==> config.mk <==
export PLATFORM = sky130hd
export DESIGN_NAME = rxr_ring_mgr
export DESIGN_NICKNAME = d
export VERILOG_FILES = /design/src/rtl/rxr_pkg.sv /design/src/rtl/rxr_ring_space.sv /design/src/rtl/rxr_sp_seq.sv /design/src/rtl/rxr_ring_mgr.sv
export SDC_FILE = /design/constraint.sdc
export NUM_CORES = 1
export LEC_CHECK = 0
export BUFFER_PORTS_ARGS = -buffer_cell sky130_fd_sc_hd__buf_2
export CAP_MARGIN = 20
export CORE_AREA = 2 2 106 108
export CTS_BUF_LIST = sky130_fd_sc_hd__clkbuf_4 sky130_fd_sc_hd__clkbuf_8 sky130_fd_sc_hd__clkbuf_16
export DETAILED_ROUTE_END_ITERATION = 10
export DIE_AREA = 0 0 108 110
export PLACE_DENSITY = 0.75
export SLEW_MARGIN = 20
export SYNTH_ARGS = -nofsm -noshare
export SYNTH_HDL_FRONTEND = slang
export SYNTH_SLANG_ARGS = --single-unit
==> constraint.sdc <==
create_clock -name clk -period 6.5 [get_ports clk]
set_clock_uncertainty 0.1 [all_clocks]
set_input_delay 1.3 -clock clk [delete_from_list [all_inputs] [get_ports clk]]
set_output_delay 1.3 -clock clk [all_outputs]
set_load 0.02 [all_outputs]
==> src/rtl/rxr_pkg.sv <==
// Shared types for the receive page ring manager.
package rxr_pkg;
    // Send-packet sequencer states
    typedef enum logic [1:0] {
        SP_IDLE   = 2'd0,
        SP_HDR    = 2'd1,
        SP_LAUNCH = 2'd2,
        SP_WAIT   = 2'd3
    } sp_state_e;

    // Packet header as one word; byte 0 sits in the low bits
    typedef struct packed {
        logic [7:0] cnt_hi;
        logic [7:0] cnt_lo;
        logic [7:0] next_pg;
        logic [7:0] rx_stat;
    } rx_hdr_t;
endpackage

==> src/rtl/rxr_ring_space.sv <==
// rxr_ring_space: combinational free-space test and wrapped advance of the
// write pointer. Assumes ring_stop > ring_start and both pointers in range.
module rxr_ring_space #(
    parameter int PAGE_W = 8
) (
    input  logic [PAGE_W-1:0] ring_start,
    input  logic [PAGE_W-1:0] ring_stop,
    input  logic [PAGE_W-1:0] bnd,
    input  logic [PAGE_W-1:0] cur,
    input  logic [PAGE_W-1:0] pages,
    output logic              fits,
    output logic [PAGE_W-1:0] cur_adv
);
    localparam int EXT_W = PAGE_W + 1;

    logic [EXT_W-1:0] size_e;
    logic [EXT_W-1:0] used_e;
    logic [EXT_W-1:0] free_e;
    logic [EXT_W-1:0] sum_e;
    logic [EXT_W-1:0] wrap_e;

    // Ring size and pages already holding unread data
    always_comb begin
        size_e = {1'b0, ring_stop} - {1'b0, ring_start};
        if (cur >= bnd)
            used_e = {1'b0, cur} - {1'b0, bnd};
        else
            used_e = size_e - ({1'b0, bnd} - {1'b0, cur});
        free_e = size_e - used_e;
        fits   = ({1'b0, pages} < free_e);
    end

    // Advance the write pointer with wrap at the end page
    always_comb begin
        sum_e  = {1'b0, cur} + {1'b0, pages};
        wrap_e = (sum_e >= {1'b0, ring_stop}) ? (sum_e - size_e) : sum_e;
        cur_adv = wrap_e[PAGE_W-1:0];
    end
endmodule

==> src/rtl/rxr_sp_seq.sv <==
// rxr_sp_seq: send-packet sequencer. Fetches the header at the read pointer,
// launches the DMA with the stored count, then asks for the read pointer to
// take the header's next page once the DMA is done. Assumes the header
// reader and the DMA engine answer one request at a time.
module rxr_sp_seq #(
    parameter int PAGE_W = 8,
    parameter int CNT_W  = 16
) (
    input  logic              clk,
    input  logic              rst_n,
    input  logic              abort,
    input  logic              sp_cmd,
    input  logic              ring_empty,
    input  logic              hdr_valid,
    input  logic [31:0]       hdr_data,
    input  logic              dma_done,
    output logic              busy,
    output logic              hdr_req,
    output logic              dma_start,
    output logic [CNT_W-1:0]  dma_count,
    output logic              bnd_load,
    output logic [PAGE_W-1:0] bnd_next
);
    import rxr_pkg::*;

    sp_state_e state_q;
    rx_hdr_t   hdr_w;

    assign hdr_w = rx_hdr_t'(hdr_data);

    // State transitions of the send-packet sequence
    always_ff @(posedge clk) begin
        if (!rst_n || abort) begin
            state_q <= SP_IDLE;
        end else begin
            case (state_q)
                SP_IDLE:   if (sp_cmd && !ring_empty) state_q <= SP_HDR;
                SP_HDR:    if (hdr_valid) state_q <= SP_LAUNCH;
                SP_LAUNCH: state_q <= SP_WAIT;
                SP_WAIT:   if (dma_done) state_q <= SP_IDLE;
                default:   state_q <= SP_IDLE;
            endcase
        end
    end

    // Capture the count and next page when the header arrives
    always_ff @(posedge clk) begin
        if (!rst_n) begin
            dma_count <= '0;
            bnd_next  <= '0;
        end else if (state_q == SP_HDR && hdr_valid) begin
            dma_count <= CNT_W'({hdr_w.cnt_hi, hdr_w.cnt_lo});
            bnd_next  <= hdr_w.next_pg[PAGE_W-1:0];
        end
    end

    // Decode outputs from the state
    always_comb begin
        busy      = (state_q != SP_IDLE);
        hdr_req   = (state_q == SP_HDR);
        dma_start = (state_q == SP_LAUNCH);
        bnd_load  = (state_q == SP_WAIT) && dma_done && !abort;
    end
endmodule

==> src/rtl/rxr_ring_mgr.sv <==
// rxr_ring_mgr: receive page ring manager. Holds the ring bounds and the two
// page pointers, accepts or refuses committed frames against free space, and
// runs the send-packet removal. Assumes init_stop > init_start and that the
// header next-page values lie inside the ring.
module rxr_ring_mgr #(
    parameter int          PAGE_W    = 8,
    parameter int          OFS_W     = 8,
    parameter int          CNT_W     = 16,
    parameter logic [7:0]  RST_START = 8'h26,
    parameter logic [7:0]  RST_STOP  = 8'h40
) (
    input  logic                    clk,
    input  logic                    rst_n,
    input  logic                    ring_init,
    input  logic [PAGE_W-1:0]       init_start,
    input  logic [PAGE_W-1:0]       init_stop,
    input  logic                    frm_commit,
    input  logic [PAGE_W-1:0]       frm_pages,
    input  logic                    ovf_clr,
    input  logic                    sp_cmd,
    output logic                    hdr_req,
    output logic [PAGE_W+OFS_W-1:0] hdr_addr,
    input  logic                    hdr_valid,
    input  logic [31:0]             hdr_data,
    output logic                    dma_start,
    output logic [PAGE_W+OFS_W-1:0] dma_addr,
    output logic [CNT_W-1:0]        dma_count,
    input  logic                    dma_done,
    output logic                    busy,
    output logic                    empty,
    output logic                    overflow,
    output logic [PAGE_W-1:0]       boundary,
    output logic [PAGE_W-1:0]       current
);
    localparam logic [OFS_W-1:0] PAGE_OFS0 = '0;

    logic [PAGE_W-1:0] start_q;
    logic [PAGE_W-1:0] stop_q;
    logic [PAGE_W-1:0] bnd_q;
    logic [PAGE_W-1:0] cur_q;
    logic              ovf_q;
    logic              fits;
    logic [PAGE_W-1:0] cur_adv;
    logic              bnd_load;
    logic [PAGE_W-1:0] bnd_next;
    logic              refuse;

    rxr_ring_space #(.PAGE_W(PAGE_W)) u_space (
        .ring_start (start_q),
        .ring_stop  (stop_q),
        .bnd        (bnd_q),
        .cur        (cur_q),
        .pages      (frm_pages),
        .fits       (fits),
        .cur_adv    (cur_adv)
    );

    rxr_sp_seq #(.PAGE_W(PAGE_W), .CNT_W(CNT_W)) u_seq (
        .clk        (clk),
        .rst_n      (rst_n),
        .abort      (ring_init),
        .sp_cmd     (sp_cmd),
        .ring_empty (empty),
        .hdr_valid  (hdr_valid),
        .hdr_data   (hdr_data),
        .dma_done   (dma_done),
        .busy       (busy),
        .hdr_req    (hdr_req),
        .dma_start  (dma_start),
        .dma_count  (dma_count),
        .bnd_load   (bnd_load),
        .bnd_next   (bnd_next)
    );

    assign refuse = frm_commit && !fits;

    // Ring bounds: reset defaults or values loaded by ring_init
    always_ff @(posedge clk) begin
        if (!rst_n) begin
            start_q <= PAGE_W'(RST_START);
            stop_q  <= PAGE_W'(RST_STOP);
        end else if (ring_init) begin
            start_q <= init_start;
            stop_q  <= init_stop;
        end
    end

    // Write pointer: advance on accepted commit
    always_ff @(posedge clk) begin
        if (!rst_n)
            cur_q <= PAGE_W'(RST_START);
        else if (ring_init)
            cur_q <= init_start;
        else if (frm_commit && fits)
            cur_q <= cur_adv;
    end

    // Read pointer: take the header next page at the end of a send-packet
    always_ff @(posedge clk) begin
        if (!rst_n)
            bnd_q <= PAGE_W'(RST_START);
        else if (ring_init)
            bnd_q <= init_start;
        else if (bnd_load)
            bnd_q <= bnd_next;
    end

    // Sticky overflow flag; a refusal wins over a clear
    always_ff @(posedge clk) begin
        if (!rst_n || ring_init)
            ovf_q <= 1'b0;
        else if (refuse)
            ovf_q <= 1'b1;
        else if (ovf_clr)
            ovf_q <= 1'b0;
    end

    // Output mapping
    always_comb begin
        boundary = bnd_q;
        current  = cur_q;
        overflow = ovf_q;
        empty    = (bnd_q == cur_q);
        hdr_addr = {bnd_q, PAGE_OFS0};
        dma_addr = {bnd_q, PAGE_OFS0};
    end
endmodule

== Word-level counts from Yosys, hierarchy flattened ==
Cells that the tools add are included.
Cells by class
  $lt $le $gt $ge: 3
  $add $sub $neg: 7
  equality and inequality tests: 7
  mux-type cells: 12
  reductions and logical operators: 17
Operators with widths (count)
  8-bit two-way mux: 5
  8-bit by 8-bit subtractor with 9-bit output: 3
  9-bit subtractor: 2
  8-bit by 8-bit adder with 9-bit output: 1
  9-bit by 8-bit >= comparator with 1-bit output: 1
  8-bit by 9-bit < comparator with 1-bit output: 1
  9-bit two-way mux: 1
  8-bit equality test: 1
  8-bit >= comparator: 1
  2-bit one-hot mux with 4 select lines: 1
  2-bit nonzero test: 4
  8-bit subtractor: 1
  1-bit logical AND: 6
  2-bit two-way mux: 3
  2-bit equality test, second input constant: 2
  1-bit logical NOT: 4
  2-bit by 1-bit != test with 1-bit output, second input constant: 2
  3-bit AND reduction: 1
  2-bit by 1-bit equality test with 1-bit output, second input constant: 1
  2-bit logical NOT: 1
  1-bit two-way mux: 2
  2-bit != test, second input constant: 1
  1-bit logical OR: 1
Word-level totals
  flip-flop bits (word level): 59
  logic and storage cells: 54

== Depth between registers and ports, before layout ==
Gate-level depths: netlist (run 1).
  word-level depth: 8
  mapped depth: 30

== By module ==
Synthesis (run 1) repeated with hierarchy kept, for this count alone.
Unflattened totals
  cell total of the unflattened synthesis: 664
  area, all modules: 5487.8 sq um
Modules (own cells, without submodules)
  rxr_ring_space: cells an instance 356, seq. area each 0.0 sq um, instances 1, area an instance 2662.6 sq um
  rxr_ring_mgr: cells an instance 181, seq. area each 660.6 sq um, instances 1, area an instance 1751.7 sq um
  rxr_sp_seq: cells an instance 127, seq. area each 520.5 sq um, instances 1, area an instance 1073.5 sq um

== Worst setup path before layout (run 1) ==
Ideal clock, no wire load.
  path type: register -> register
  start point: reg stop_q[0]
  end point: reg cur_q[0], in the netlist current[0]
  buffers on the path: 1
  path slack: 1407 ps
  data arrival time: 4905 ps
  stages on the path, launching flop included: 26
  clock period less this slack: 5093 ps
  required time: 6312 ps
  path through: dfxtp_1 > inv_1 > ha_1 > inv_1 > fa_1 > fa_1 > fa_1 > mux2i_1 > ha_1 > nor2b_1 > o21ai_0 > a21oi_1 > o21ai_0 > nand2b_1 > a21o_1 > a21oi_1 > xor2_1 > ha_1 > o21a_1 > nor2_1 > a21oi_1 > nand2_1 > o211ai_4 > buf_6 > nor3_2 > a311oi_2
On the way
  word-level cells in the longest chain between the ends: 7
  elaborated cells on any way between the ends: 12
  those cells by class: add/sub: 4; order compare: 2; mux: 4; reduce/logical: 2
Ends and longest elaborated chain
  start, declared: RTL line rxr_ring_mgr.sv:38  | logic [PAGE_W-1:0] stop_q;
  start signal, assigned: RTL line rxr_ring_mgr.sv:81  | stop_q <= PAGE_W'(RST_STOP);
  start signal, assigned: RTL line rxr_ring_mgr.sv:84  | stop_q <= init_stop;
  8-bit by 8-bit subtractor with 9-bit output: RTL line rxr_ring_space.sv:24  | size_e = {1'b0, ring_stop} - {1'b0, ring_start};
  9-bit subtractor: RTL line rxr_ring_space.sv:28  | used_e = size_e - ({1'b0, bnd} - {1'b0, cur});
  9-bit two-way mux: RTL line rxr_ring_space.sv:25  | if (cur >= bnd)
  9-bit subtractor: RTL line rxr_ring_space.sv:29  | free_e = size_e - used_e;
  8-bit by 9-bit < comparator with 1-bit output: RTL line rxr_ring_space.sv:30  | fits = ({1'b0, pages} < free_e);
  1-bit logical AND: RTL line rxr_ring_mgr.sv:94  | else if (frm_commit && fits)
  2-bit nonzero test (no line)
  end signal, assigned: RTL line rxr_ring_mgr.sv:91  | cur_q <= PAGE_W'(RST_START);
  end signal, assigned: RTL line rxr_ring_mgr.sv:93  | cur_q <= init_start;
  end signal, assigned: RTL line rxr_ring_mgr.sv:95  | cur_q <= cur_adv;
  end, declared: RTL line rxr_ring_mgr.sv:40  | logic [PAGE_W-1:0] cur_q;
Several ways; a longest one is shown, not always the timed one. The select of a mux whose other input is x is not followed.
A chain may end at the register's enable or synchronous reset.

== Final worst setup path (run 1) ==
  start point: reg stop_q[0]
  end point: reg cur_q[5], in the netlist current[5]
The elaborated chain is that of the path after synthesis.

==> impl_metrics.xml, run 1 <==
<?xml version="1.0" encoding="UTF-8"?>
<metrics>
  <group name="global_route">
    <metric name="antenna_violations_before_repair" unit="">0</metric>
    <metric name="grt_use_met3" unit="">0.04174</metric>
    <metric name="use_met1" unit="">0.2907</metric>
    <metric name="grt_pass1_wl" unit="mm">21.76</metric>
    <metric name="grtUsageTotal" unit="">0.2336</metric>
    <metric name="grt.overflow.total" unit="">0</metric>
    <metric name="grt_start_max_net_pins" unit="">55</metric>
    <metric name="met2_track_usage_gr" unit="">0.4025</metric>
    <metric name="grt_most_used_layer" unit="">met2</metric>
    <metric name="vias_in_the_first_global_route" unit="">4636</metric>
  </group>
  <group name="run_status">
    <metric name="status" unit="">finished clean</metric>
  </group>
  <group name="worst_setup_path">
    <metric name="critical-path-top-delay-family" unit="">adder cells</metric>
    <metric name="path_buf_inv" unit="">2</metric>
    <metric name="critical_path.max_fanout" unit="">16</metric>
    <metric name="cpPeakStageDelay" unit="ps">670</metric>
    <metric name="worst-endpoint-required" unit="ps">6630</metric>
    <metric name="timing.critical_path.to_type" unit="">flip-flop</metric>
    <metric name="startpoint_type_of_the_worst_setup_path" unit="">flip-flop</metric>
    <metric name="path_type_of_the_worst_setup_path" unit="">flip-flop to flip-flop</metric>
    <metric name="critical_path_arrival" unit="ps">5980</metric>
    <metric name="critical-path-slowest-cell" unit="">fa_1</metric>
    <metric name="cells_traversed_along_the_worst_timing_path" unit="">inv_1 &gt; ha_1 &gt; inv_1 &gt; fa_1 &gt; fa_1 &gt; fa_1 &gt; mux2i_1 &gt; ha_1 &gt; nor2b_1 &gt; o21ai_0 &gt; a21oi_1 &gt; o21ai_0 &gt; nand2b_1 &gt; a21o_1 &gt; a21oi_1 &gt; xor2_1 &gt; ha_1 &gt; o21a_1 &gt; nor2_1 &gt; a21oi_1 &gt; nand2_1 &gt; o211ai_4 &gt; o31ai_1 &gt; a31o_2</metric>
  </group>
  <group name="timing">
    <metric name="layout_min_cycle_time" unit="ps">5848</metric>
    <metric name="tns" unit="ps">0</metric>
    <metric name="rsz0062_at_grt" unit="">false</metric>
    <metric name="timing_worst_slew_pin_value" unit="ps">764.2</metric>
    <metric name="min_period_over_period" unit="">0.8997</metric>
    <metric name="slew_violations" unit="">0</metric>
    <metric name="fmax" unit="MHz">171.0</metric>
    <metric name="timing.slew.headroom" unit="">0.4906</metric>
    <metric name="timing_hold_violations_final" unit="">0</metric>
    <metric name="setup-violations-final" unit="">0</metric>
  </group>
  <group name="logic_synthesis">
    <metric name="distinct_cell_type_count_of_the_synthesized_netlist" unit="">56</metric>
    <metric name="synth_area_leaders" unit="">dfxtp_1 (22%), ha_1 (16%), nand2_1 (5.2%), fa_1 (4.9%), buf_4 (4.8%)</metric>
    <metric name="postSynthAreaPerCell" unit="µm²">8.281</metric>
    <metric name="synth_ff_type" unit="">dfxtp_1</metric>
    <metric name="post_synth_and_or_nand_nor_area_fraction" unit="">0.1532</metric>
    <metric name="post_synth_mux_area_share" unit="">0.03966</metric>
    <metric name="synth_cells" unit="">640</metric>
    <metric name="synth_top_family_by_area" unit="">adder cells</metric>
    <metric name="synth-edff-count" unit="">0</metric>
    <metric name="synth.cells.most_frequent" unit="">nand2_1 (73), ha_1 (69), inv_1 (66), dfxtp_1 (59), o21ai_0 (36)</metric>
    <metric name="post-synth-top-area-cell" unit="">dfxtp_1</metric>
    <metric name="synth_sequential_area_ratio" unit="">0.2229</metric>
    <metric name="synthesized_cell_area" unit="µm²">5300</metric>
    <metric name="synthesis.yosys.warnings" unit="">0</metric>
    <metric name="synth_compound_area_frac" unit="">0.2023</metric>
    <metric name="post-synth-top-count-cell" unit="">nand2_1</metric>
    <metric name="yosys.area_share.adder" unit="">0.2120</metric>
    <metric name="post-synth-top-area-fraction" unit="">0.2229</metric>
    <metric name="synth_seq_cells" unit="">59</metric>
    <metric name="synthArstFlopShare" unit="">0</metric>
    <metric name="synth-xor-area-share" unit="">0.06020</metric>
  </group>
  <group name="routing">
    <metric name="postRouteWirelength" unit="mm">13.43</metric>
    <metric name="initialDrtViolationCount" unit="">288</metric>
    <metric name="route.detailed.drc" unit="">0</metric>
    <metric name="wire_per_inst" unit="µm">15.43</metric>
    <metric name="detailedRoute.firstPassIterationCount" unit="">4</metric>
    <metric name="total_vias_in_the_final_route" unit="">4695</metric>
    <metric name="drt-vias-per-instance" unit="">5.397</metric>
    <metric name="ant_nets" unit="">0</metric>
  </group>
  <group name="place">
    <metric name="port_buffers" unit="">108</metric>
    <metric name="dp_hpwl" unit="mm">10.82</metric>
    <metric name="gp_routability_congestion" unit="">0.9466</metric>
  </group>
  <group name="final_layout">
    <metric name="design.final.nets" unit="">872</metric>
    <metric name="multi_input_comb_area" unit="µm²">3597</metric>
    <metric name="antennaDiodeCount" unit="">0</metric>
    <metric name="area_growth_syn_to_layout" unit="%">12.42</metric>
    <metric name="area.sequential" unit="µm²">1181</metric>
    <metric name="final_layout_size_suffix_gt1_frac" unit="">0.1945</metric>
    <metric name="n_fill_cell" unit="">991</metric>
    <metric name="fin_util" unit="">0.5570</metric>
  </group>
  <group name="run">
    <metric name="max_cap_viols" unit="">0</metric>
  </group>
  <group name="power_and_ir_drop">
    <metric name="fin_total_pwr" unit="mW">3.335</metric>
    <metric name="cellPowerDensity" unit="nW/µm²">559.8</metric>
    <metric name="p_leak" unit="nW">2.939</metric>
    <metric name="max_rail_drop_vdd" unit="V">0.0004179</metric>
  </group>
  <group name="die">
    <metric name="die-width" unit="µm">108</metric>
    <metric name="fp-row-count" unit="">38</metric>
    <metric name="initial_core_util" unit="">0.4954</metric>
    <metric name="chip_height" unit="µm">110</metric>
    <metric name="die_area" unit="µm²">11880</metric>
    <metric name="ioPinCount" unit="">133</metric>
    <metric name="coreArea" unit="µm²">10700</metric>
  </group>
  <group name="clock_network">
    <metric name="clk-insertion-delay-late" unit="ps">340</metric>
    <metric name="cts_tree" unit="">done</metric>
    <metric name="cts_buffers" unit="">9</metric>
    <metric name="root_buffer" unit="">clkbuf_8</metric>
    <metric name="ctsResizeCount" unit="">0</metric>
    <metric name="holdBufCountCts" unit="">0</metric>
    <metric name="number_of_buffers_between_clock_root_and_the_deepest_sink" unit="">2</metric>
    <metric name="cts_htree_levels" unit="">3</metric>
    <metric name="clk_pin_slew" unit="ps">70</metric>
    <metric name="post-cts-setup-buffer-count" unit="">0</metric>
    <metric name="numClockSinks" unit="">59</metric>
  </group>
  <group name="worst_hold_path">
    <metric name="worst_hold_path_type" unit="">flip-flop to flip-flop</metric>
  </group>
</metrics>
-- area by class of cell --
type | instances | share of cell area
clock buffer | 10 | 0.02205
tap | 140 | 0.02940
timing repair buffer | 112 | 0.09576
clock inverter | 5 | 0.009240
inverter | 66 | 0.04158
sequential | 59 | 0.1982
multi-input combinational | 478 | 0.6037
-- final timing paths --
check | start | to | slack, ps | cells past startpoint
max | stop_q[0] | current[5] | 650 | 24
min reg2reg | u_seq.bnd_next[2] | u_seq.bnd_next[2] | 370 | 2
max reg2reg | stop_q[0] | current[5] | 650 | 24
min | u_seq.bnd_next[2] | u_seq.bnd_next[2] | 370 | 2
-- through the flow --
step	hold slack (ps)	area (µm²)	std cells	setup WS (ps)
2_1_floorplan	341.6	5356	655	1407
3_3_place_gp	350.2	5772	855	799.9
3_5_place_dp	359.2	5772	855	658.4
4_1_cts	368.8	5958	870	622.9
5_1_grt	394.8	5958	870	141.2
6_report	366.2	5958	870	652.0
-- sequential cells by signal, summed over array words and instances, names as in the netlist --
name / count
boundary: 8
u_seq.dma_count: 16
stop_q: 8
u_seq.state_q: 2
current: 8
start_q: 8
u_seq.bnd_next: 8
overflow: 1
-- kinds of logic after synthesis --
family	Yosys count
compound gates	153
flops	59
fa+ha+maj	82
xor+xnor	34
other cells	1
simple gates	172
buf+inv	118
mux	21
-- cell usage in the layout (no fill, tap or decap), types with 3 or more instances in the layout --
cell      count
ha_1         69
o21bai_1      4
and2_1       10
nand2b_1      6
or3_1         7
clkbuf_8      9
nand2_1      73
o211ai_1      4
nor3_1        4
mux2i_1      21
nor2b_1      17
nor2_1       23
a21boi_0     28
buf_4         4
a21oi_1      27
xor2_1       12
inv_1        66
o21ai_0      36
and3_1        3
a211oi_1      4
xnor2_1      20
conb_1       16
dfxtp_1      59
o31ai_1       3
buf_2       108
fa_1         13
nand3_1      22
a21o_1       12
o21a_1       11
-- metal layers --
layer | up-vias | share of wire
li1 | 2309 | -
met1 | 2190 | 0.43
met2 | 177 | 0.48
met3 | 19 | 0.069
met4 | 0 | 0.019
met5 | - | 0
-- power by group --
group / internal (mW) / switching, mW
sequential: 0.398 / 0.0621
combinational: 1.13 / 1.42
clock: 0.178 / 0.147
-- worst reg2reg max path, cell delays in order (launching register included) --
cell and delay (ps):
dfxtp_1 340, inv_1 90, ha_1 140, inv_1 50
fa_1 670, fa_1 530, fa_1 490, mux2i_1 280
ha_1 290, nor2b_1 120, o21ai_0 210, a21oi_1 110
o21ai_0 170, nand2b_1 110, a21o_1 180, a21oi_1 170
xor2_1 90, ha_1 280, o21a_1 110, nor2_1 40
a21oi_1 220, nand2_1 150, o211ai_4 440, o31ai_1 150
a31o_2 240
(Power assumes the default switching activity.)
==> inputs of run 2 (changes only) <==
--- a/config.mk
+++ b/config.mk
@@ -8,10 +8,11 @@
 export BUFFER_PORTS_ARGS = -buffer_cell sky130_fd_sc_hd__buf_2
 export CAP_MARGIN = 20
 export CORE_AREA = 2 2 106 108
-export CTS_BUF_LIST = sky130_fd_sc_hd__clkbuf_4 sky130_fd_sc_hd__clkbuf_8 sky130_fd_sc_hd__clkbuf_16
+export CTS_BUF_LIST = sky130_fd_sc_hd__clkbuf_2 sky130_fd_sc_hd__clkbuf_4 sky130_fd_sc_hd__clkbuf_8
 export DETAILED_ROUTE_END_ITERATION = 10
 export DIE_AREA = 0 0 108 110
 export PLACE_DENSITY = 0.75
+export SETUP_SLACK_MARGIN = 0.4
 export SLEW_MARGIN = 20
 export SYNTH_ARGS = -nofsm -noshare
 export SYNTH_HDL_FRONTEND = slang
==> impl_metrics.xml, run 2 (same netlist as run 1, synthesis figures left out) <==
<?xml version="1.0" encoding="UTF-8"?>
<metrics>
  <group name="global_route">
    <metric name="vias_in_the_first_global_route" unit="">4636</metric>
    <metric name="met2_track_usage_gr" unit="">0.4025</metric>
    <metric name="grt_start_max_net_pins" unit="">55</metric>
    <metric name="grt_use_met3" unit="">0.04174</metric>
    <metric name="use_met1" unit="">0.2907</metric>
    <metric name="grtUsageTotal" unit="">0.2336</metric>
    <metric name="grt_pass1_wl" unit="mm">21.76</metric>
    <metric name="antenna_violations_before_repair" unit="">0</metric>
    <metric name="grt_most_used_layer" unit="">met2</metric>
    <metric name="grt.overflow.total" unit="">0</metric>
  </group>
  <group name="die">
    <metric name="die-width" unit="µm">108</metric>
    <metric name="chip_height" unit="µm">110</metric>
    <metric name="initial_core_util" unit="">0.4954</metric>
    <metric name="ioPinCount" unit="">133</metric>
    <metric name="coreArea" unit="µm²">10700</metric>
    <metric name="fp-row-count" unit="">38</metric>
    <metric name="die_area" unit="µm²">11880</metric>
  </group>
  <group name="clock_network">
    <metric name="cts_htree_levels" unit="">3</metric>
    <metric name="number_of_buffers_between_clock_root_and_the_deepest_sink" unit="">2</metric>
    <metric name="cts_tree" unit="">done</metric>
    <metric name="clk_pin_slew" unit="ps">70</metric>
    <metric name="root_buffer" unit="">clkbuf_8</metric>
    <metric name="numClockSinks" unit="">59</metric>
    <metric name="cts_buffers" unit="">9</metric>
    <metric name="clk-insertion-delay-late" unit="ps">340</metric>
    <metric name="holdBufCountCts" unit="">0</metric>
  </group>
  <group name="power_and_ir_drop">
    <metric name="fin_total_pwr" unit="mW">3.480</metric>
    <metric name="cellPowerDensity" unit="nW/µm²">579.5</metric>
    <metric name="max_rail_drop_vdd" unit="V">0.0004805</metric>
    <metric name="p_leak" unit="nW">2.955</metric>
  </group>
  <group name="worst_setup_path">
    <metric name="critical-path-top-delay-family" unit="">adder cells</metric>
    <metric name="critical-path-slowest-cell" unit="">fa_1</metric>
    <metric name="path_buf_inv" unit="">4</metric>
    <metric name="path_type_of_the_worst_setup_path" unit="">flip-flop to flip-flop</metric>
    <metric name="startpoint_type_of_the_worst_setup_path" unit="">flip-flop</metric>
    <metric name="worst-endpoint-required" unit="ps">6680</metric>
    <metric name="ff2ff_setup_slack" unit="ps">760</metric>
    <metric name="cpPeakStageDelay" unit="ps">530</metric>
    <metric name="critical_path_arrival" unit="ps">5920</metric>
    <metric name="timing.critical_path.to_type" unit="">flip-flop</metric>
    <metric name="critical_path.max_fanout" unit="">14</metric>
  </group>
  <group name="routing">
    <metric name="total_vias_in_the_final_route" unit="">4711</metric>
    <metric name="ant_nets" unit="">0</metric>
    <metric name="route.detailed.drc" unit="">0</metric>
    <metric name="initialDrtViolationCount" unit="">273</metric>
    <metric name="drt-vias-per-instance" unit="">5.396</metric>
    <metric name="detailedRoute.firstPassIterationCount" unit="">4</metric>
    <metric name="postRouteWirelength" unit="mm">13.54</metric>
    <metric name="wire_per_inst" unit="µm">15.51</metric>
  </group>
  <group name="timing">
    <metric name="timing_worst_slew_pin_value" unit="ps">778.0</metric>
    <metric name="rsz0062_at_grt" unit="">false</metric>
    <metric name="timing_hold_violations_final" unit="">0</metric>
    <metric name="timing.slew.headroom" unit="">0.4813</metric>
    <metric name="worst_slack" unit="ps">764.9</metric>
    <metric name="final_hold_slack" unit="ps">366.4</metric>
    <metric name="setup-violations-final" unit="">0</metric>
    <metric name="tns" unit="ps">0</metric>
    <metric name="slew_violations" unit="">0</metric>
    <metric name="layout_min_cycle_time" unit="ps">5735</metric>
    <metric name="min_period_over_period" unit="">0.8823</metric>
    <metric name="fmax" unit="MHz">174.4</metric>
  </group>
  <group name="final_layout">
    <metric name="design.final.nets" unit="">875</metric>
    <metric name="flip_flop_count_of_the_largest_register_all_copies_and_words_added" unit="">16</metric>
    <metric name="final_layout_size_suffix_gt1_frac" unit="">0.2019</metric>
    <metric name="area_growth_syn_to_layout" unit="%">13.29</metric>
    <metric name="mostFrequentLayoutCell" unit="">buf_2</metric>
    <metric name="antennaDiodeCount" unit="">0</metric>
    <metric name="largest_register_by_flop_count" unit="">u_seq.dma_count</metric>
    <metric name="stdcell_area" unit="µm²">6005</metric>
    <metric name="n_fill_cell" unit="">986</metric>
    <metric name="highest_count_cells_in_the_layout_ignoring_fill_and_taps" unit="">buf_2 (108), nand2_1 (73), ha_1 (69), inv_1 (66), dfxtp_1 (59)</metric>
  </group>
  <group name="run_status">
    <metric name="status" unit="">finished clean</metric>
  </group>
  <group name="place">
    <metric name="dp_hpwl" unit="mm">10.82</metric>
    <metric name="gp_routability_congestion" unit="">0.9466</metric>
    <metric name="port_buffers" unit="">108</metric>
    <metric name="preCtsSetupSlack" unit="ps">658.4</metric>
    <metric name="placed_instance_area" unit="µm²">5772</metric>
  </group>
  <group name="worst_hold_path">
    <metric name="worst_hold_path_type" unit="">flip-flop to flip-flop</metric>
  </group>
  <group name="run">
    <metric name="max_cap_viols" unit="">0</metric>
  </group>
</metrics>
## run 2: report_power, final
part	internal (mW)	total [mW]	switching, mW
registers	0.398	0.460	0.0625
logic	1.24	2.69	1.46
clock network	0.178	0.326	0.148
## run 2: final timing paths
check	from	endpoint	depth (start not counted)
worst max-delay path	stop_q[0]	current[7]	25
worst min-delay path	u_seq.bnd_next[2]	u_seq.bnd_next[2]	2
worst max register to register	stop_q[0]	current[7]	25
worst min register to register	u_seq.bnd_next[2]	u_seq.bnd_next[2]	2
## run 2: through the flow
step	instances	util
2_1_floorplan	655	-
3_3_place_gp	855	0.5395
3_5_place_dp	855	0.5395
4_1_cts	870	0.5570
5_1_grt	873	0.5613
6_report	873	0.5613
## run 2: cell type report
class | count | area (µm²) | share of cell area
inverters | 66 | 247.7 | 0.04126
multi-input cells | 478 | 3608 | 0.6010
repair buffers | 115 | 605.6 | 0.1009
clock inverters | 5 | 55.05 | 0.009169
flip-flops and latches | 59 | 1181 | 0.1967
well taps | 140 | 175.2 | 0.02917
clock buffers | 10 | 131.4 | 0.02188
## run 2: timing repair
item	CTS	global route
setup buffers	0	3
setup endpoints to repair	0	8
gates resized for setup	0	4
## run 2: metal layers
| metal | vias to the layer above | part of all wire |
|---|---|---|
| met5 | - | 0 |
| met4 | 0 | 0.023 |
| met3 | 23 | 0.074 |
| met2 | 182 | 0.47 |
| met1 | 2184 | 0.43 |
| li1 | 2322 | - |
## run 2: worst register-to-register path: cells and delay by family (launching register included)
kind | cells | cell delay (ps)
adder cells (fa/ha/maj) | 6 | 2210
AO/OA/AOI/OAI | 9 | 1710
AND/OR/NAND/NOR | 4 | 490
buffers and inverters | 4 | 440
flip-flops | 1 | 390
multiplexers | 1 | 250
XOR/XNOR | 1 | 90
